[src/rtl/i2cq_pkg.sv]
package i2cq_pkg;
  localparam logic [7:0] OFS_DATACMD = 8'h10;
  localparam logic [7:0] OFS_ENABLE  = 8'h6C;
  localparam logic [7:0] OFS_STATUS  = 8'h70;
  localparam logic [7:0] OFS_TXLVL   = 8'h74;
  localparam logic [7:0] OFS_RXLVL   = 8'h78;
  localparam logic [7:0] OFS_PARAM   = 8'hF4;
  localparam int unsigned RD_FLAG_BIT = 8;

  // depth-minus-one word: command depth in 23:16, receive depth in 15:8
  function automatic logic [31:0] depth_word(input int unsigned tx_d,
                                             input int unsigned rx_d);
    logic [7:0] t;
    logic [7:0] r;
    t = 8'(tx_d - 1);
    r = 8'(rx_d - 1);
    return {8'h00, t, r, 8'h00};
  endfunction

  // true while one more read may still reserve a receive slot
  function automatic logic rsv_room(input int unsigned used,
                                    input int unsigned depth);
    return used < depth;
  endfunction

  // low-water test used by the transmit-empty output
  function automatic logic below_mark(input int unsigned lvl,
                                      input int unsigned mark);
    return lvl <= mark;
  endfunction
endpackage

[src/rtl/i2cq_decode.sv]
module i2cq_decode
  import i2cq_pkg::*;
(
  input  logic       bus_sel,
  input  logic       bus_wr,
  input  logic [7:0] bus_addr,
  output logic       wr_dc,
  output logic       rd_dc,
  output logic       wr_en
);
  always_comb begin
    wr_dc = bus_sel &&  bus_wr && (bus_addr == OFS_DATACMD);
    rd_dc = bus_sel && !bus_wr && (bus_addr == OFS_DATACMD);
    wr_en = bus_sel &&  bus_wr && (bus_addr == OFS_ENABLE);
  end
endmodule

[src/rtl/i2cq_fifo.sv]
module i2cq_fifo #(
  parameter int unsigned W     = 8,
  parameter int unsigned DEPTH = 8,
  localparam int unsigned CW   = $clog2(DEPTH + 1),
  localparam int unsigned AW   = (DEPTH > 1) ? $clog2(DEPTH) : 1
) (
  input  logic          clk,
  input  logic          rst_n,
  input  logic          flush,
  input  logic          push,
  input  logic [W-1:0]  din,
  input  logic          pop,
  output logic [W-1:0]  dout,
  output logic [CW-1:0] level,
  output logic          full,
  output logic          empty
);
  logic [W-1:0]  mem [DEPTH];
  logic [AW-1:0] wptr, rptr;
  logic          do_push, do_pop;

  function automatic logic [AW-1:0] bump(input logic [AW-1:0] p);
    return (p == AW'(DEPTH - 1)) ? '0 : p + 1'b1;
  endfunction

  assign full    = (level == CW'(DEPTH));
  assign empty   = (level == '0);
  assign do_push = push && !full && !flush;
  assign do_pop  = pop && !empty && !flush;
  assign dout    = mem[rptr];

  always_ff @(posedge clk) begin
    if (do_push) mem[wptr] <= din;
  end

  always_ff @(posedge clk or negedge rst_n) begin
    if (!rst_n) begin
      wptr  <= '0;
      rptr  <= '0;
      level <= '0;
    end else if (flush) begin
      wptr  <= '0;
      rptr  <= '0;
      level <= '0;
    end else begin
      if (do_push) wptr <= bump(wptr);
      if (do_pop)  rptr <= bump(rptr);
      level <= level + CW'(do_push) - CW'(do_pop);
    end
  end
endmodule

[src/rtl/i2cq_ctrl.sv]
module i2cq_ctrl
  import i2cq_pkg::*;
#(
  parameter int unsigned TX_DEPTH  = 8,
  parameter int unsigned RX_DEPTH  = 8,
  parameter int unsigned TX_THRESH = 0,
  localparam int unsigned TCW = $clog2(TX_DEPTH + 1),
  localparam int unsigned RCW = $clog2(RX_DEPTH + 1)
) (
  input  logic        clk,
  input  logic        rst_n,
  input  logic        bus_sel,
  input  logic        bus_wr,
  input  logic [7:0]  bus_addr,
  input  logic [31:0] bus_wdata,
  output logic [31:0] bus_rdata,
  output logic        eng_cmd_valid,
  output logic        eng_cmd_rd,
  output logic [7:0]  eng_cmd_data,
  input  logic        eng_cmd_take,
  input  logic        eng_rx_valid,
  input  logic [7:0]  eng_rx_data,
  input  logic        eng_active,
  output logic        tx_empty,
  output logic        tx_ovf,
  output logic        rx_unf
);
  // named internal events, also seen by the bound checker
  logic           wr_dc, rd_dc, wr_en;
  logic           en_q, flush;
  logic           req_rd, rsv_ok;
  logic           cmd_accept, ovf_evt, unf_evt, rsv_inc;
  logic           cmd_pop, rx_push, rx_pop_ok;
  logic           cmd_full, cmd_empty, rx_full, rx_empty;
  logic [TCW-1:0] cmd_lvl;
  logic [RCW-1:0] rx_lvl;
  logic [RCW-1:0] res_cnt;
  logic [8:0]     cmd_dout;
  logic [7:0]     rx_dout;
  logic           unused_wbits;

  assign unused_wbits = &{1'b0, bus_wdata[31:9], rx_full};

  i2cq_decode u_dec (
    .bus_sel (bus_sel),
    .bus_wr  (bus_wr),
    .bus_addr(bus_addr),
    .wr_dc   (wr_dc),
    .rd_dc   (rd_dc),
    .wr_en   (wr_en)
  );

  assign flush      = !en_q || (wr_en && !bus_wdata[0]);
  assign req_rd     = bus_wdata[RD_FLAG_BIT];
  assign rsv_ok     = rsv_room(32'(res_cnt), RX_DEPTH);
  assign cmd_accept = wr_dc && en_q && !cmd_full && (!req_rd || rsv_ok);
  assign ovf_evt    = wr_dc && en_q && !cmd_accept;
  assign rsv_inc    = cmd_accept && req_rd;
  assign rx_pop_ok  = rd_dc && !rx_empty;
  assign unf_evt    = rd_dc && rx_empty;
  assign cmd_pop    = eng_cmd_take && en_q;
  assign rx_push    = eng_rx_valid && en_q;

  i2cq_fifo #(.W(9), .DEPTH(TX_DEPTH)) u_cmdq (
    .clk  (clk),
    .rst_n(rst_n),
    .flush(flush),
    .push (cmd_accept),
    .din  ({req_rd, bus_wdata[7:0]}),
    .pop  (cmd_pop),
    .dout (cmd_dout),
    .level(cmd_lvl),
    .full (cmd_full),
    .empty(cmd_empty)
  );

  i2cq_fifo #(.W(8), .DEPTH(RX_DEPTH)) u_rxq (
    .clk  (clk),
    .rst_n(rst_n),
    .flush(flush),
    .push (rx_push),
    .din  (eng_rx_data),
    .pop  (rx_pop_ok),
    .dout (rx_dout),
    .level(rx_lvl),
    .full (rx_full),
    .empty(rx_empty)
  );

  assign eng_cmd_valid = en_q && !cmd_empty;
  assign eng_cmd_rd    = cmd_dout[8];
  assign eng_cmd_data  = cmd_dout[7:0];
  assign tx_empty      = below_mark(32'(cmd_lvl), TX_THRESH);

  always_ff @(posedge clk or negedge rst_n) begin
    if (!rst_n) begin
      en_q    <= 1'b0;
      res_cnt <= '0;
      tx_ovf  <= 1'b0;
      rx_unf  <= 1'b0;
    end else begin
      if (wr_en) en_q <= bus_wdata[0];
      if (flush) res_cnt <= '0;
      else       res_cnt <= res_cnt + RCW'(rsv_inc) - RCW'(rx_pop_ok);
      tx_ovf <= ovf_evt;
      rx_unf <= unf_evt;
    end
  end

  always_comb begin
    bus_rdata = '0;
    if (bus_sel && !bus_wr) begin
      case (bus_addr)
        OFS_DATACMD: bus_rdata = rx_empty ? 32'h0 : {24'h0, rx_dout};
        OFS_ENABLE:  bus_rdata = {31'h0, en_q};
        OFS_STATUS:  bus_rdata = {31'h0, eng_active};
        OFS_TXLVL:   bus_rdata = 32'(cmd_lvl);
        OFS_RXLVL:   bus_rdata = 32'(rx_lvl);
        OFS_PARAM:   bus_rdata = depth_word(TX_DEPTH, RX_DEPTH);
        default:     bus_rdata = '0;
      endcase
    end
  end
endmodule

[config.mk]
export PLATFORM = sky130hd
export DESIGN_NAME = i2cq_ctrl
export DESIGN_NICKNAME = d
export VERILOG_FILES = /design/src/rtl/i2cq_pkg.sv /design/src/rtl/i2cq_decode.sv /design/src/rtl/i2cq_fifo.sv /design/src/rtl/i2cq_ctrl.sv
export SDC_FILE = /design/constraint.sdc
export NUM_CORES = 1
export LEC_CHECK = 0
export ABC_AREA = 0
export BUFFER_PORTS_ARGS = -buffer_cell sky130_fd_sc_hd__clkbuf_2
export CAP_MARGIN = 30
export CORE_AREA = 2 2 134 136
export CTS_CLUSTER_DIAMETER = 50
export DETAILED_ROUTE_END_ITERATION = 6
export DIE_AREA = 0 0 136 138
export PLACE_DENSITY = 0.69
export RECOVER_POWER = 25
export SETUP_SLACK_MARGIN = 0.5
export SKIP_LAST_GASP = 1
export SLEW_MARGIN = 25
export SYNTH_ARGS = -nofsm -noshare
export SYNTH_HDL_FRONTEND = slang
export SYNTH_SLANG_ARGS = --single-unit
export TNS_END_PERCENT = 1
[constraint.sdc]
create_clock -name clk -period 5.2 [get_ports clk]
set_clock_uncertainty 0.2 [all_clocks]
set_input_delay 0 -clock clk [delete_from_list [all_inputs] [get_ports clk]]
set_output_delay 0 -clock clk [all_outputs]
set_load 0.05 [all_outputs]
==> metrics.txt, run 1 <==
CTS tree yes; hold path depth 5; post-synth cell types 53; core outline area about 18000 µm²; clock sink count 163; post-synth top area share between 50% and 60%; CTS Buffer Depth 2; synthesized area 7350 µm²; dpl hpwl 9480 µm; DIE AREA 18800 µm²; RePlAce Congestion between 0.7 and 0.8; post-cts resize count 0; syn_area_per_cell 16.3 µm²; setup violators final 0; largest net degree at the start of global routing 28; maximum vdd drop 0.324 mV; Final Cycle Share 67.6%; vias per cell 5.15; worst path required time 5.30 ns; DRT Wirelength roughly 14000 µm; Yosys warnings 0; Max-cap violations 0; Slew Limit Fails 0; die height 138 µm; crit path time final 3.52 ns; main area contributors after synthesis edfxtp_1, mux4_2, dfrtp_1; hold buffers post-CTS 34; H-tree lvl count 4; Die Span X 136 µm; first-pass GRT wire length between 20000 and 25000 µm; Worst Path Arrival 3.62 ns; area delta synth->final 19.6%; Clk Latency, worst-skew pair 0.43 ns; Setup crit start kind input port; endpoints failing hold 0; Rows 49; first drt pass iteration count 4; WS Path Type input port to flop; Synth area leader edfxtp_1; critical register-to-register path startpoint u_rxq.level[2]; Total Power 0.00271 W; top_reg_cell synth edfxtp_1; flop2flop setup slack ~1.9 ns; Post CTS Setup Buffer Count 0; Worst R2R End res_cnt[2]; number of global-route vias before repair 4331; io pins 100; R2R depth 11; DR vias 4096; Yosys reg bits 163; worst hold path type input port to flop; leakage 3.14 nW; pre-CTS WS approximately 1.9 ns; sequential element share of the synthesized area 64.7%; WL per Instance 18.2 µm; clock root buffer clkbuf_16; Syn Inst Count 450; Hold Startpoint bus_addr[4]; Overflow after GRT 0; Starting Density a little over two fifths; Pwr Density between 300 and 400 nW/µm²; layout net count 635; FILL cells 1497; Post-route DRC 0; Post-synth ARST share between 10% and 20%; min setup slack post-route 1.68 ns; status finished clean; initial antenna violation count 0; Port Buffers 58; Peak Freq 0.284 GHz; worst slew pin tran ~0.97 ns; hold endpoint u_cmdq.rptr[1]; crit-path max FO 7; TNS Setup 0 ns; Slew HR 35.1%; n_diodes 0; number of enable flip-flop cells after synthesis 136; Global Route Usage Sum 16.2%; 1st-iter DRT viols 231; layout cells sized above 1 27.6%; CTS Buf Count 17; critical path endpoint category flop; clock-pin slew on the worst setup and hold paths 0.07 ns; RSZ-0062 raised after global routing false; Antenna Nets Post-Route 0
state kept, by name, indices dropped and copies added, names as in the netlist:
name / cells
u_cmdq.rptr: 3
tx_ovf: 1
res_cnt: 4
en_q: 1
u_rxq.mem: 64
u_rxq.wptr: 3
u_cmdq.mem: 72
u_rxq.rptr: 3
u_cmdq.wptr: 3
u_rxq.level: 4
u_cmdq.level: 4
rx_unf: 1
metrics by stage:
step	utilization, %	hold WS, ns	cells	instance area [µm²]
6_report	50.2	0.0569	795	8790
5_1_grt	50.2	0.0682	795	8790
4_1_cts	50.2	0.0264	795	8810
3_5_place_dp	45.0	-0.111	729	7890
3_3_place_gp	45.0	-0.133	729	7890
2_1_floorplan	-	-0.496	467	7410
power by group:
part	internal [W]	switching (W)
clock network	0.000671	0.000535
logic	0.0000275	0.0000645
registers	0.00142	0.00000133
cell usage after synthesis (all sizes together), types with 2 or more instances:
cell type and instances:
edfxtp 136, mux4 32, buf 31, dfrtp 27
ha 24, inv 24, nand2 18, nor2 18
mux2i 14, a21oi 11, mux2 11, and2 9
nand3 8, nor3 7, nor4b 7, clkbuf 6
xnor2 6, nand3b 5, nor3b 5, nor4 5
a22o 4, o21ai 4, or3b 4, a21o 3
fa 3, nand2b 3, or3 3, a31oi 2
and2b 2, and3 2, and3b 2, nand4 2
nor2b 2
logic make-up after synthesis:
| family | synth area share [%] |
|---|---|
| and+or+nand+nor | 8.71 |
| DFF | 64.7 |
| buffers and inverters | 4.48 |
| xor gates and xnor gates | 0.834 |
| muxes | 13.4 |
| adders and majority gates | 4.90 |
| other | 0.0510 |
| AOI/OAI and AO/OA | 2.88 |
cell usage in the layout (no fill, tap or decap), types with 18 or more instances in the layout:
cell	instances
mux4_2	32
dlygate4sd3_1	33
conb_1	18
nor2_1	18
inv_1	24
clkbuf_2	46
edfxtp_1	136
ha_1	24
dfrtp_1	26
layer usage:
layer | part of all wire [%] | up-vias | track usage (%)
met5 | 0 | - | 0
li1 | - | 1906 | -
met1 | 42 | 2075 | 20.2
met3 | 4.2 | 15 | 3.78
met4 | 1.3 | 0 | 4.88
met2 | 53 | 100 | 28.1
final cells by class:
| type | instances | area [µm²] | area share, % |
|---|---|---|---|
| Sequential cell | 163 | 4760 | 54.1 |
| Timing Repair Buffer | 104 | 716 | 8.14 |
| Multi-Input combinational cell | 243 | 2370 | 27.0 |
| Inverter | 24 | 90.1 | 1.02 |
| Clock inverter | 15 | 145 | 1.65 |
| Tap cell | 229 | 287 | 3.26 |
| Clock buffer | 17 | 425 | 4.84 |
worst max path at each step:
| stage | startpoint | end | cells past startpoint |
|---|---|---|---|
| finish | bus_addr[6] | u_cmdq.level[2] | 13 |
| global route | bus_addr[6] | u_cmdq.level[2] | 13 |
| CTS | bus_addr[6] | u_cmdq.level[2] | 13 |
| floorplan | u_rxq.level[2] | res_cnt[2] | 12 |
| global placement | u_rxq.level[2] | res_cnt[2] | 11 |
| detailed placement | u_rxq.level[2] | res_cnt[2] | 11 |
worst max-delay path, cell delays in order:
cell and delay [ns]:
dlygate4sd3_1 0.52, clkbuf_2 0.14, nor3b_2 0.39, dlygate4sd3_1 0.62, nand3_1 0.15, nor3_2 0.53
nor2_1 0.09, ha_1 0.29, inv_1 0.04, ha_1 0.22, fa_1 0.39, xnor2_1 0.18
nor2_1 0.05
Note: power is estimated with default switching activity, not from simulation.
==> inputs of run 2 (changes only) <==
--- a/config.mk
+++ b/config.mk
@@ -12,7 +12,7 @@
 export CTS_CLUSTER_DIAMETER = 50
 export DETAILED_ROUTE_END_ITERATION = 6
 export DIE_AREA = 0 0 136 138
-export PLACE_DENSITY = 0.69
+export PLACE_DENSITY = 0.71
 export RECOVER_POWER = 25
 export SETUP_SLACK_MARGIN = 0.5
 export SKIP_LAST_GASP = 1
==> constraint.sdc (replaced) <==
create_clock -name clk -period 3.2 [get_ports clk]
set_clock_uncertainty 0.2 [all_clocks]
set_input_delay 0 -clock clk [delete_from_list [all_inputs] [get_ports clk]]
set_output_delay 0 -clock clk [all_outputs]
set_load 0.05 [all_outputs]
==> metrics.txt, run 2 (synthesized netlist as in run 1, its figures left out) <==
worst path required time 3.31 ns (was 5.30 ns); CTS Buffer Depth 2 (unchanged); GRT Max-Usage Layer met2 (unchanged); Peak Freq 0.375 GHz; flop2flop setup slack 0.53 ns (was 1.90 ns); largest net degree at the start of global routing 28 (unchanged); vias per cell 5.13 (was 5.15); io pins 100 (unchanged); area delta synth->final 21.8% (was 19.6%); first-pass GRT wire length 22900 µm (about the same); n_diodes 0 (unchanged); WL per Instance 18.0 µm (was 18.2 µm); Rows 49 (unchanged); Global Route Usage Sum 16.3% (was 16.2%); DRT Wirelength 14500 µm (about the same); Starting Density 41.9% (unchanged); commonest non-fill, non-tap cell in the layout edfxtp_1 (unchanged); initial antenna violation count 0 (unchanged); status finished clean (unchanged); crit-path max FO 3 (was 7); core outline area 17500 µm² (unchanged); Slew HR 39.2% (was 35.1%); RSZ-0062 raised after global routing true (was false); number of global-route vias before repair 4255 (was 4331); die height 138 µm (unchanged); Max-cap violations 0 (unchanged); endpoints failing hold 0 (unchanged); GR Layer Usage met2 26.6% (was 28.1%); dpl hpwl 9540 µm (was 9480 µm); RePlAce Congestion 0.860 (was 0.770); 1st-iter DRT viols 284 (was 231); Post-route DRC 0 (unchanged); Port Buffers 58 (unchanged); max reg flops 72 (unchanged); DIE AREA 18800 µm² (unchanged); worst slew pin tran 0.912 ns (was 0.970 ns); final core occ 51.0% (was 50.2%); clock sink count 163 (unchanged); Slew Limit Fails 0 (unchanged); first drt pass iteration count 5 (was 4); Pwr Density 514 nW/µm² (was 309 nW/µm²); critical path endpoint category flop (unchanged); worst hold path type input port to flop (unchanged); Clk Latency, worst-skew pair 0.42 ns (was 0.43 ns); Largest regs u_cmdq.mem x72, u_rxq.mem x64 (unchanged); CTS Buf Count 17 (unchanged); most frequent cells in the layout edfxtp_1, clkbuf_2, mux4_2 (was edfxtp_1, clkbuf_2, dlygate4sd3_1); Antenna Nets Post-Route 0 (unchanged); Overflow after GRT 0 (unchanged); Biggest register u_cmdq.mem (unchanged); layout net count 644 (was 635); layout cells sized above 1 30.3% (was 27.6%); Die Span X 136 µm (unchanged); DR vias 4124 (was 4096); clock root buffer clkbuf_16 (unchanged); CTS tree yes (unchanged); maximum vdd drop 0.382 mV (was 0.324 mV); clock-pin slew on the worst setup and hold paths 0.06 ns (was 0.07 ns); met3 usage 3.96% (was 3.78%); Setup crit start kind flop (was input port); leakage 3.20 nW (was 3.14 nW); WHS 0.110 ns (was 0.0569 ns); Final Cycle Share 83.3%; Worst Path Arrival 2.77 ns (was 3.62 ns); TNS Setup 0 ns (unchanged); H-tree lvl count 4 (unchanged); setup violators final 0 (unchanged); met1 Track Usage GR 21.7% (was 20.2%); crit path time final 2.67 ns; WS Path Type flop to flop (was input port to flop)
[run 2: area by class of cell]
| cell class | instances | area (µm²) |
|---|---|---|
| Inverter | 24 | 90.1 |
| Multi-Input combinational cell | 243 | 2400 |
| Clock buffer | 17 | 425 |
| Clock inverter | 15 | 206 |
| Fill cell | 1469 | 8580 |
| Tap cell | 229 | 287 |
| Sequential cell | 163 | 4760 |
| Timing Repair Buffer | 113 | 778 |
[run 2: power by group]
part	internal, W	switching, W	total [W]	leakage (nW)
logic	0.0000469	0.000106	0.000153	1.31
clock network	0.00131	0.000827	0.00214	0.299
registers	0.00230	0.00000228	0.00230	1.59
total	0.00366	0.000935	0.00460	3.20
[run 2: worst max-delay path, cell delays in order (launching register included)]
cell and delay [ns]:
dfrtp_1 0.39, inv_2 0.08, ha_1 0.14, or3b_4 0.39
nand4_1 0.17, nor2_1 0.07, ha_1 0.28, inv_1 0.07
ha_2 0.20, fa_2 0.42, and2_1 0.14
[run 2: metrics by stage]
step	power (W)	setup WS [ns]	cells	area, µm²
2_1_floorplan	0.00243	0.352	467	7420
3_3_place_gp	0.00246	0.411	738	7940
3_5_place_dp	0.00247	0.376	738	7940
4_1_cts	0.00465	0.425	802	8920
5_1_grt	0.00473	0.449	804	8950
6_report	0.00460	0.535	804	8950
[run 2: repair_timing]
action,CTS,global route
pin swaps,0,3
buffers inserted,0,2
endpoints found under the setup margin,10,39
endpoints found under the hold margin,174,0
gates resized for setup,6,10
hold buffers,32,0
[run 2: worst paths after layout]
path	start	to	cells after the start
max reg2reg	u_rxq.level[2]	u_rxq.level[1]	10
max	u_rxq.level[2]	u_rxq.level[1]	10
min in group asynchronous	rst_n	res_cnt[1]	4
max in group asynchronous	rst_n	u_rxq.rptr[1]	4
min	bus_addr[5]	u_cmdq.wptr[0]	5
min reg2reg	res_cnt[2]	res_cnt[3]	3
[run 2: metal layers]
layer | share of wire, % | routed length [µm]
met5 | 0 | 0
met4 | 0.66 | 96
met3 | 4.2 | 602
met2 | 51 | 7410
met1 | 44 | 6340
==> inputs of run 3 (changes only) <==
==> constraint.sdc (replaced) <==
create_clock -name clk -period 2.2 [get_ports clk]
set_clock_uncertainty 0.2 [all_clocks]
set_input_delay 0 -clock clk [delete_from_list [all_inputs] [get_ports clk]]
set_output_delay 0 -clock clk [all_outputs]
set_load 0.05 [all_outputs]
==> metrics.txt, run 3 (synthesized netlist as in run 1, its figures left out) <==
Clk Latency, worst-skew pair 0.42 ns (about the same); dpl hpwl 10200 µm (was 9540 µm); register area 4760 µm² (about the same); Max-cap violations 0 (unchanged); vias per cell 5.15 (was 5.13); Port Buffers 58 (unchanged); n_diodes 0 (unchanged); Final Cycle Share 116% (was 83.3%); DRT Wirelength 15200 µm (was 14500 µm); clock-pin slew on the worst setup and hold paths 0.06 ns (about the same); worst path required time 2.31 ns (was 3.31 ns); DR vias 4325 (was 4124); Overflow after GRT 0 (unchanged); CTS Buf Count 17 (unchanged); CP Buf/Inv Count 3 (was 2); most frequent cells in the layout edfxtp_1, buf_4, clkbuf_2 (was edfxtp_1, clkbuf_2, mux4_2); Worst Path Arrival 2.67 ns (was 2.77 ns); number of global-route vias before repair 4713 (was 4255); worst hold path type input port to flop (unchanged); core outline area 17500 µm² (unchanged); cells along the critical path inv_2, buf_4, ha_4, a32o_2, or3_4, inv_2, and2_4, ha_4, fa_2, and2_4 (was inv_2, ha_1, or3b_4, nand4_1, nor2_1, ha_1, inv_1, ha_2, fa_2, and2_1); Global Route Usage Sum 17.5% (was 16.3%); Die Span X 136 µm (unchanged); WHS -0.198 ns (was 0.110 ns); CTS tree yes (unchanged); Post-route DRC 0 (unchanged); first drt pass iteration count 4 (was 5); initial antenna violation count 0 (unchanged); WS Path Type flop to flop (unchanged); WL per Instance 18.1 µm (was 18.0 µm); hold buffers post-CTS 24 (was 32); dpl cell area 8310 µm² (was 7940 µm²); pre-CTS WS -0.527 ns (was 0.376 ns); RePlAce Congestion 0.877 (was 0.860); Antenna Nets Post-Route 0 (unchanged); CTS Buffer Depth 2 (unchanged); violated checks negative hold slack, negative setup slack; Largest regs u_cmdq.mem x72, u_rxq.mem x64 (unchanged); Final Cell Area 9220 µm² (was 8950 µm²); leakage 3.39 nW (was 3.20 nW); Starting Density 41.9% (unchanged); Post-Place Cells 781 (was 738); slowest stage delay, CP 0.43 ns (was 0.42 ns); Biggest register u_cmdq.mem (unchanged); commonest non-fill, non-tap cell in the layout edfxtp_1 (unchanged); layout cells sized above 1 36.6% (was 30.3%); worst slew pin tran 0.719 ns (was 0.912 ns); status finished, violations left (was finished clean); critical path endpoint category flop (unchanged); clock sink count 163 (unchanged); clock root buffer clkbuf_16 (unchanged); Final Instance Count excl. Fillers 839 (was 804); crit path time final 2.56 ns (was 2.67 ns); die height 138 µm (unchanged); RSZ-0062 raised after global routing true (unchanged); area of the multi-input gates 2440 µm² (was 2400 µm²); Crit path max-delay family adder cells (unchanged); setup violators final 115 (was 0); Setup crit start kind flop (unchanged); 1st-iter DRT viols 228 (was 284); Crit-path slowest cell fa_2 (unchanged); largest net degree at the start of global routing 28 (unchanged); Pwr Density 697 nW/µm² (was 514 nW/µm²); io pins 100 (unchanged); first-pass GRT wire length 24700 µm (was 22900 µm); min setup slack post-route -0.358 ns (was 0.535 ns); Rows 49 (unchanged); Slew Limit Fails 0 (unchanged); crit-path max FO 2 (was 3); maximum vdd drop 0.551 mV (was 0.382 mV); DIE AREA 18800 µm² (unchanged); FILL cells 1427 (was 1469); endpoints failing hold 5 (was 0); layout net count 681 (was 644); Peak Freq 0.391 GHz (was 0.375 GHz); area delta synth->final 25.4% (was 21.8%); Slew HR 52.0% (was 39.2%); max reg flops 72 (unchanged); H-tree lvl count 4 (unchanged)
## run 3: changes by cell type in the layout (fill, tap and decap cells not counted), sizes merged
| cell | delta |
|---|---|
| buf | +45 |
| dlygate4sd3 | -7 |
| bufinv | -2 |
| clkinv | -2 |
| clkinvlp | -2 |
| inv | +2 |
| clkbuf | +1 |
## run 3: tightest hold or removal path: cells and delay by family
kind,cells,cell delay (ns)
buf+inv,1,0.12
simple gates,2,0.25
## run 3: final timing paths
kind / start / end / slack [ns] / cells after the start
hold reg to reg: u_cmdq.rptr[1] / u_cmdq.rptr[1] / 0.40 / 2
setup / recovery: u_cmdq.level[2] / res_cnt[1] / -0.36 / 10
hold / removal: bus_wr / tx_ovf / -0.20 / 3
min in group asynchronous: rst_n / en_q / 0.49 / 3
max in group asynchronous: rst_n / u_rxq.rptr[0] / 0.83 / 3
setup reg to reg: u_cmdq.level[2] / res_cnt[1] / -0.36 / 10
## run 3: cell type report
cell class / instances / share of cell area [%]
inverters: 24 / 0.977
clock buffers: 19 / 4.70
multi-input cells: 243 / 26.5
flip-flops and latches: 163 / 51.6
clock inverters: 11 / 1.38
well taps: 229 / 3.11
repair buffers: 150 / 11.7
## run 3: power by group
group	internal [W]	switching [W]	leakage, nW
logic	0.0000703	0.000156	1.52
clock network	0.00167	0.00118	0.270
registers	0.00335	0.00000168	1.60
## run 3: repair_timing
action	CTS	global route
setup endpoints to repair	182	184
pin swaps	5	5
hold endpoints to repair	173	5
gates resized for setup	13	10
cloned	0	1
buffers inserted	3	0
## run 3: per-stage QoR
step | utilization [%] | power [W] | TNS [ns]
final | 52.6 | 0.00642 | -22.51
after global routing | 52.6 | 0.00661 | -39.94
after CTS | 52.4 | 0.00646 | -25.59
after detailed placement | 47.4 | 0.00361 | -24.72
after global placement | 47.4 | 0.00360 | -18.91
after floorplan | - | 0.00353 | -41.64
## run 3: metal layers
metal  vias up  share of wire [%]  GRT usage [%]
met4         0                2.2           6.36
met2       104                 53           30.9
met5         -                  0              0
li1       1992                  -              -
met1      2201                 41           20.4
met3        28                3.8           4.36
